$ cat config.mk
export PLATFORM = sky130hd
export DESIGN_NAME = vec_ldst_unit
export DESIGN_NICKNAME = d
export VERILOG_FILES = /design/src/rtl/vec_ldst_unit.sv
export SDC_FILE = /design/constraint.sdc
export NUM_CORES = 1
export LEC_CHECK = 0
export CORE_MARGIN = 2
export CORE_UTILIZATION = 49
export DETAILED_ROUTE_END_ITERATION = 10
export PLACE_DENSITY = 0.81
export SLEW_MARGIN = 20
export SYNTH_ARGS = -nofsm -noshare
export SYNTH_HDL_FRONTEND = slang
export SYNTH_SLANG_ARGS = --single-unit
$ cat constraint.sdc
create_clock -name clk -period 3.22 [get_ports clk]
set_input_delay 0.644 -clock clk [delete_from_list [all_inputs] [get_ports clk]]
set_output_delay 0.644 -clock clk [all_outputs]
set_load 0.02 [all_outputs]
$ cat src/rtl/vec_ldst_unit.sv
module vec_ldst_unit #(
  parameter int NBANK = 16,
  parameter int LAT   = 11,
  parameter int AW    = 16,
  parameter int DW    = 32,
  parameter int NVREG = 4,
  parameter int MAXVL = 64
) (
  input  logic                       clk,
  input  logic                       rst_n,
  input  logic                       cmd_valid,
  output logic                       cmd_ready,
  input  logic                       cmd_store,
  input  logic [AW-1:0]              cmd_base,
  input  logic [$clog2(NVREG)-1:0]   cmd_vreg,
  input  logic [$clog2(MAXVL+1)-1:0] vlen,
  input  logic [AW-1:0]              vstride,
  output logic                       mem_req,
  output logic                       mem_we,
  output logic [$clog2(NBANK)-1:0]   mem_bank,
  output logic [AW-1:0]              mem_addr,
  output logic [DW-1:0]              mem_wdata,
  input  logic                       mem_rsp,
  input  logic [DW-1:0]              mem_rdata,
  output logic [$clog2(NVREG)-1:0]   vrf_rd_reg,
  output logic [$clog2(MAXVL)-1:0]   vrf_rd_idx,
  input  logic [DW-1:0]              vrf_rdata,
  output logic                       vrf_we,
  output logic [$clog2(NVREG)-1:0]   vrf_wr_reg,
  output logic [$clog2(MAXVL)-1:0]   vrf_wr_idx,
  output logic [DW-1:0]              vrf_wdata,
  output logic                       done
);
  localparam int BW = $clog2(NBANK);
  localparam int RW = $clog2(NVREG);
  localparam int IW = $clog2(MAXVL);
  localparam int LW = $clog2(MAXVL+1);
  localparam int CW = $clog2(LAT);

  logic          busy, st, done_q;
  logic [RW-1:0] vreg;
  logic [LW-1:0] vl, iss_n, rsp_n;
  logic [AW-1:0] addr, stride;
  logic [CW-1:0] bcnt [NBANK];
  logic [BW-1:0] bank;
  logic [LW-1:0] vl_clamp;

  assign bank      = addr[BW-1:0];
  assign vl_clamp  = (vlen > LW'(MAXVL)) ? LW'(MAXVL) : vlen;
  assign cmd_ready = !busy;
  assign mem_req   = busy && (iss_n < vl) && (bcnt[bank] == '0);
  assign mem_we    = st;
  assign mem_bank  = bank;
  assign mem_addr  = addr;
  assign mem_wdata = vrf_rdata;
  assign vrf_rd_reg = vreg;
  assign vrf_rd_idx = iss_n[IW-1:0];
  assign vrf_we     = busy && !st && mem_rsp;
  assign vrf_wr_reg = vreg;
  assign vrf_wr_idx = rsp_n[IW-1:0];
  assign vrf_wdata  = mem_rdata;
  assign done       = done_q;

  for (genvar g = 0; g < NBANK; g++) begin : g_bank
    always_ff @(posedge clk) begin
      if (!rst_n)                           bcnt[g] <= '0;
      else if (mem_req && bank == BW'(g))   bcnt[g] <= CW'(LAT-1);
      else if (bcnt[g] != '0)               bcnt[g] <= bcnt[g] - 1'b1;
    end
  end

  always_ff @(posedge clk) begin
    if (!rst_n) begin
      busy   <= 1'b0;
      st     <= 1'b0;
      done_q <= 1'b0;
      vreg   <= '0;
      vl     <= '0;
      iss_n  <= '0;
      rsp_n  <= '0;
      addr   <= '0;
      stride <= '0;
    end else begin
      done_q <= 1'b0;
      if (cmd_valid && !busy) begin
        st     <= cmd_store;
        vreg   <= cmd_vreg;
        vl     <= vl_clamp;
        stride <= vstride;
        addr   <= cmd_base;
        iss_n  <= '0;
        rsp_n  <= '0;
        if (vl_clamp == '0) done_q <= 1'b1;
        else                busy   <= 1'b1;
      end
      if (mem_req) begin
        addr  <= addr + stride;
        iss_n <= iss_n + 1'b1;
      end
      if (busy && mem_rsp) begin
        rsp_n <= rsp_n + 1'b1;
        if (rsp_n == vl - LW'(1)) begin
          busy   <= 1'b0;
          done_q <= 1'b1;
        end
      end
    end
  end
endmodule

==> impl_results.md <==
* DRT iter0 DRCs at 410
* Count of boundary I/O pins at 215
* CP max FO at 5
* Area taken by multi-input logic gates at 3810 sq um
* Number of flops mapped to enable cells by yosys at 64
* Floorplan row count at 46
* Ratio of final minimum period to clock period at 98.6%
* Number of endpoints failing setup at the final stage at 0
* Most numerous cell in the Yosys netlist: sky130_fd_sc_hd__nand2_1
* Worst min-delay path endpoint: stride[13]
* Relative area change from synthesis to final layout at 16.4%
* Mean number of vias per cell at 5.81
* Core Util, Final at 57.8%
* Largest area contributor in the netlist: sky130_fd_sc_hd__edfxtp_1
* Max FFs per register at 64
* Worst vdd rail ir drop at roughly 0.34 mV
* Post-synth top cells: sky130_fd_sc_hd__nand2_1 (110), sky130_fd_sc_hd__buf_4 (82), sky130_fd_sc_hd__edfxtp_1 (64)
* Fin Hold WS at 464 ps
* CTS Buffer Depth at 2
* Origin of the worst min-delay path: stride[13]
* Worst clock skew on the final layout at 12.6 ps
* Syn Area/Cell at between 9 and 10 sq um
* Antenna violations before repair at 0
* Share of Yosys cell area claimed by the top area cell type at 24.6%
* Number of buffers added on ports at 86
* Count of filler cells inserted in the layout at 1296
* Total count of max-transition violations in the final report at 0
* HPWL Detailed at 12800 um
* CP arrival at about 2500 ps
* Number of instances in the placed design at about 1.1k
* Static Leak at 3.35 nW
* Startpoint of the worst-slack reg-to-reg timing path: bcnt[8][0]
* Post-synthesis instance area at 7810 sq um
* H-tree depth reported by CTS at 4
* Top reg by flops: bcnt
* Total nets after synthesis at 1009
* Max-capacitance violation count at 0
* Post-Syn Instances at 858
* Most used DFF post-synth: sky130_fd_sc_hd__edfxtp_1
* Diode count at 0
* Core Area at 15700 sq um
* Wire length of the first global-routing pass at a little under 30000 um
* Remaining antenna violation count at 0
* Worst reg-to-reg path cell count at 9
* Overall power of the completed layout at between 6 and 7 mW
* Worst Max-Slew Pin Slew at 815 ps
* Vias in the first global route at a little over 6k
* Achievable frequency at 0.315 GHz
* Relative slew margins at around 46%
* Clock tree root driver cell: sky130_fd_sc_hd__clkbuf_16
* Die width at around 130 um
* Proportion of layout cells with a drive suffix above 1 at 9.38%
* Ys async rst share at 0%
* Accumulated negative setup slack at 0 ps
* Full die area at around 17000 sq um
* TritonCTS sink count at 126
* Hold buffers post-CTS at 0
* Post-layout minimum cycle time at 3170 ps
* Sequential element share of the synthesized area at 40.5%
* Remaining global-route overflow at 0
* Number of cells in the finished layout apart from fillers at 1101
* Number of remaining DRC errors at 0
* Clock latency of the later-clocked register in the worst-skew pair at between 400 and 500 ps
* Starting Density at 49.7%
* Number of stages on the worst hold path at 2
* Internal reg-to-reg setup slack at 210 ps
* Total track usage at 21.6%
* Post-synthesis sequential element count at 126
* Iteration count of the initial detailed-routing pass at 5
* Crit start category: flop
* Routed length per placed instance at 16.4 um
* Number of nets in the layout at 1023
* Post-detailed-routing wire length at 18100 um
* Height of the die at approximately 130 um
* Kind of end point of the critical path: output port
* TritonCTS clock tree: done
* Routability cong. at 0.828
* Clock Pin Slew Worst Setup and Hold Paths at 60 ps
* Total power divided by cell area at 751 nW/um^2
* Number of failing hold endpoints at the final stage at 0
* Endpoint of the most critical register-to-register path: bcnt[11][2]
* Sequential cell area at approximately 3200 sq um
* Type of the worst setup path: reg -> out
* Count of vias placed by the detailed router at 6396
* Cell types occupying the most area after synthesis: sky130_fd_sc_hd__edfxtp_1 (25%), sky130_fd_sc_hd__dfxtp_1 (16%), sky130_fd_sc_hd__buf_4 (7.9%), sky130_fd_sc_hd__ha_1 (6.4%), sky130_fd_sc_hd__nand2_1 (5.3%)
* Count of yosys warnings during synthesis at 0
* Worst endpoint required time at ~2600 ps
* Number of buffers added by the clock tree synthesis step at 17
* Result of the run: completed
* Pin count of the biggest net entering global routing at 39
* Path category of the worst min-delay check: reg -> reg
* Number of library cell types mapped by synthesis at 56
cells in the final DEF (no fill, tap or decap), types with 14 or more instances in the layout:
cell                              synthesis  routed
sky130_fd_sc_hd__nand2_1                110     110
sky130_fd_sc_hd__clkdlybuf4s50_1          0      85
sky130_fd_sc_hd__edfxtp_1                64      64
sky130_fd_sc_hd__dfxtp_1                 62      62
sky130_fd_sc_hd__a21oi_1                 54      54
sky130_fd_sc_hd__nor2_1                  51      50
sky130_fd_sc_hd__inv_1                   46      45
sky130_fd_sc_hd__ha_1                    40      40
sky130_fd_sc_hd__o22ai_1                 32      32
sky130_fd_sc_hd__xnor2_1                 32      32
sky130_fd_sc_hd__nand3_1                 27      27
sky130_fd_sc_hd__buf_4                   82      27
sky130_fd_sc_hd__a211oi_1                26      26
sky130_fd_sc_hd__o21ai_0                 18      18
sky130_fd_sc_hd__clkbuf_16                0      17
sky130_fd_sc_hd__o31a_1                  16      16
sky130_fd_sc_hd__nor3_1                  16      16
sky130_fd_sc_hd__a211o_1                 14      14
worst max path at each step:
stage,to,slack [ps],start,cells past startpoint
2_1_floorplan,bcnt[10][0],600,bcnt[0][0],9
3_3_place_gp,mem_req,120,bcnt[0][0],7
3_5_place_dp,mem_req,160,bcnt[0][0],7
4_1_cts,mem_req,20,bcnt[4][2],7
5_1_grt,mem_req,-20,bcnt[6][0],7
6_report,mem_req,50,bcnt[8][0],7
what timing repair did:
action | in CTS | in global routing
endpoints found under the setup margin | 1 | 52
setup buffers | 0 | 2
gates cloned | 0 | 0
pin swaps | 1 | 2
gates resized for setup | 5 | 14
power breakdown:
part           switching, mW  internal, mW
clock                  0.724          1.22
sequential             0.464          2.26
combinational           1.12          1.03
metal layers:
metal | wire length, um | part of all wire [%] | global-route usage, %
met2 | 8870 | 49 | 37.2
met1 | 7540 | 42 | 26.4
met5 | 0 | 0 | 0
met3 | 1340 | 7.4 | 5.08
met4 | 351 | 1.9 | 8.03
metrics by stage:
stage / cell area, sq um / setup WS, ps
after detailed placement: 8360 / 157
after floorplan: 7810 / 599
after global routing: 9090 / -21.8
after CTS: 8980 / 15.7
after global placement: 8360 / 124
final: 9090 / 45.0
worst max-delay path, cell delays in order (launching register included):
cell                              delay (ps)
sky130_fd_sc_hd__edfxtp_1                460
sky130_fd_sc_hd__nor4_2                  330
sky130_fd_sc_hd__mux4_2                  310
sky130_fd_sc_hd__mux2i_1                  90
sky130_fd_sc_hd__mux2_4                  320
sky130_fd_sc_hd__or2_4                   250
sky130_fd_sc_hd__inv_2                    70
sky130_fd_sc_hd__clkdlybuf4s15_1         290
kinds of logic after synthesis:
group | after synthesis | share of synthesized area, %
flops | 126 | 40.5
fa+ha+maj | 41 | 6.67
xor+xnor | 37 | 4.15
compound gates | 201 | 17.0
buf+inv | 165 | 12.1
simple gates | 278 | 17.4
mux | 10 | 2.20
layout make-up:
class	count	area share [%]
Clock buffer	19	4.76
Multi-Input combinational cell	567	42.0
Sequential cell	126	34.8
Timing Repair Buffer	113	11.7
Clock inverter	13	1.83
Tap cell	216	2.97
Inverter	47	1.94
(Power assumes the default switching activity.)
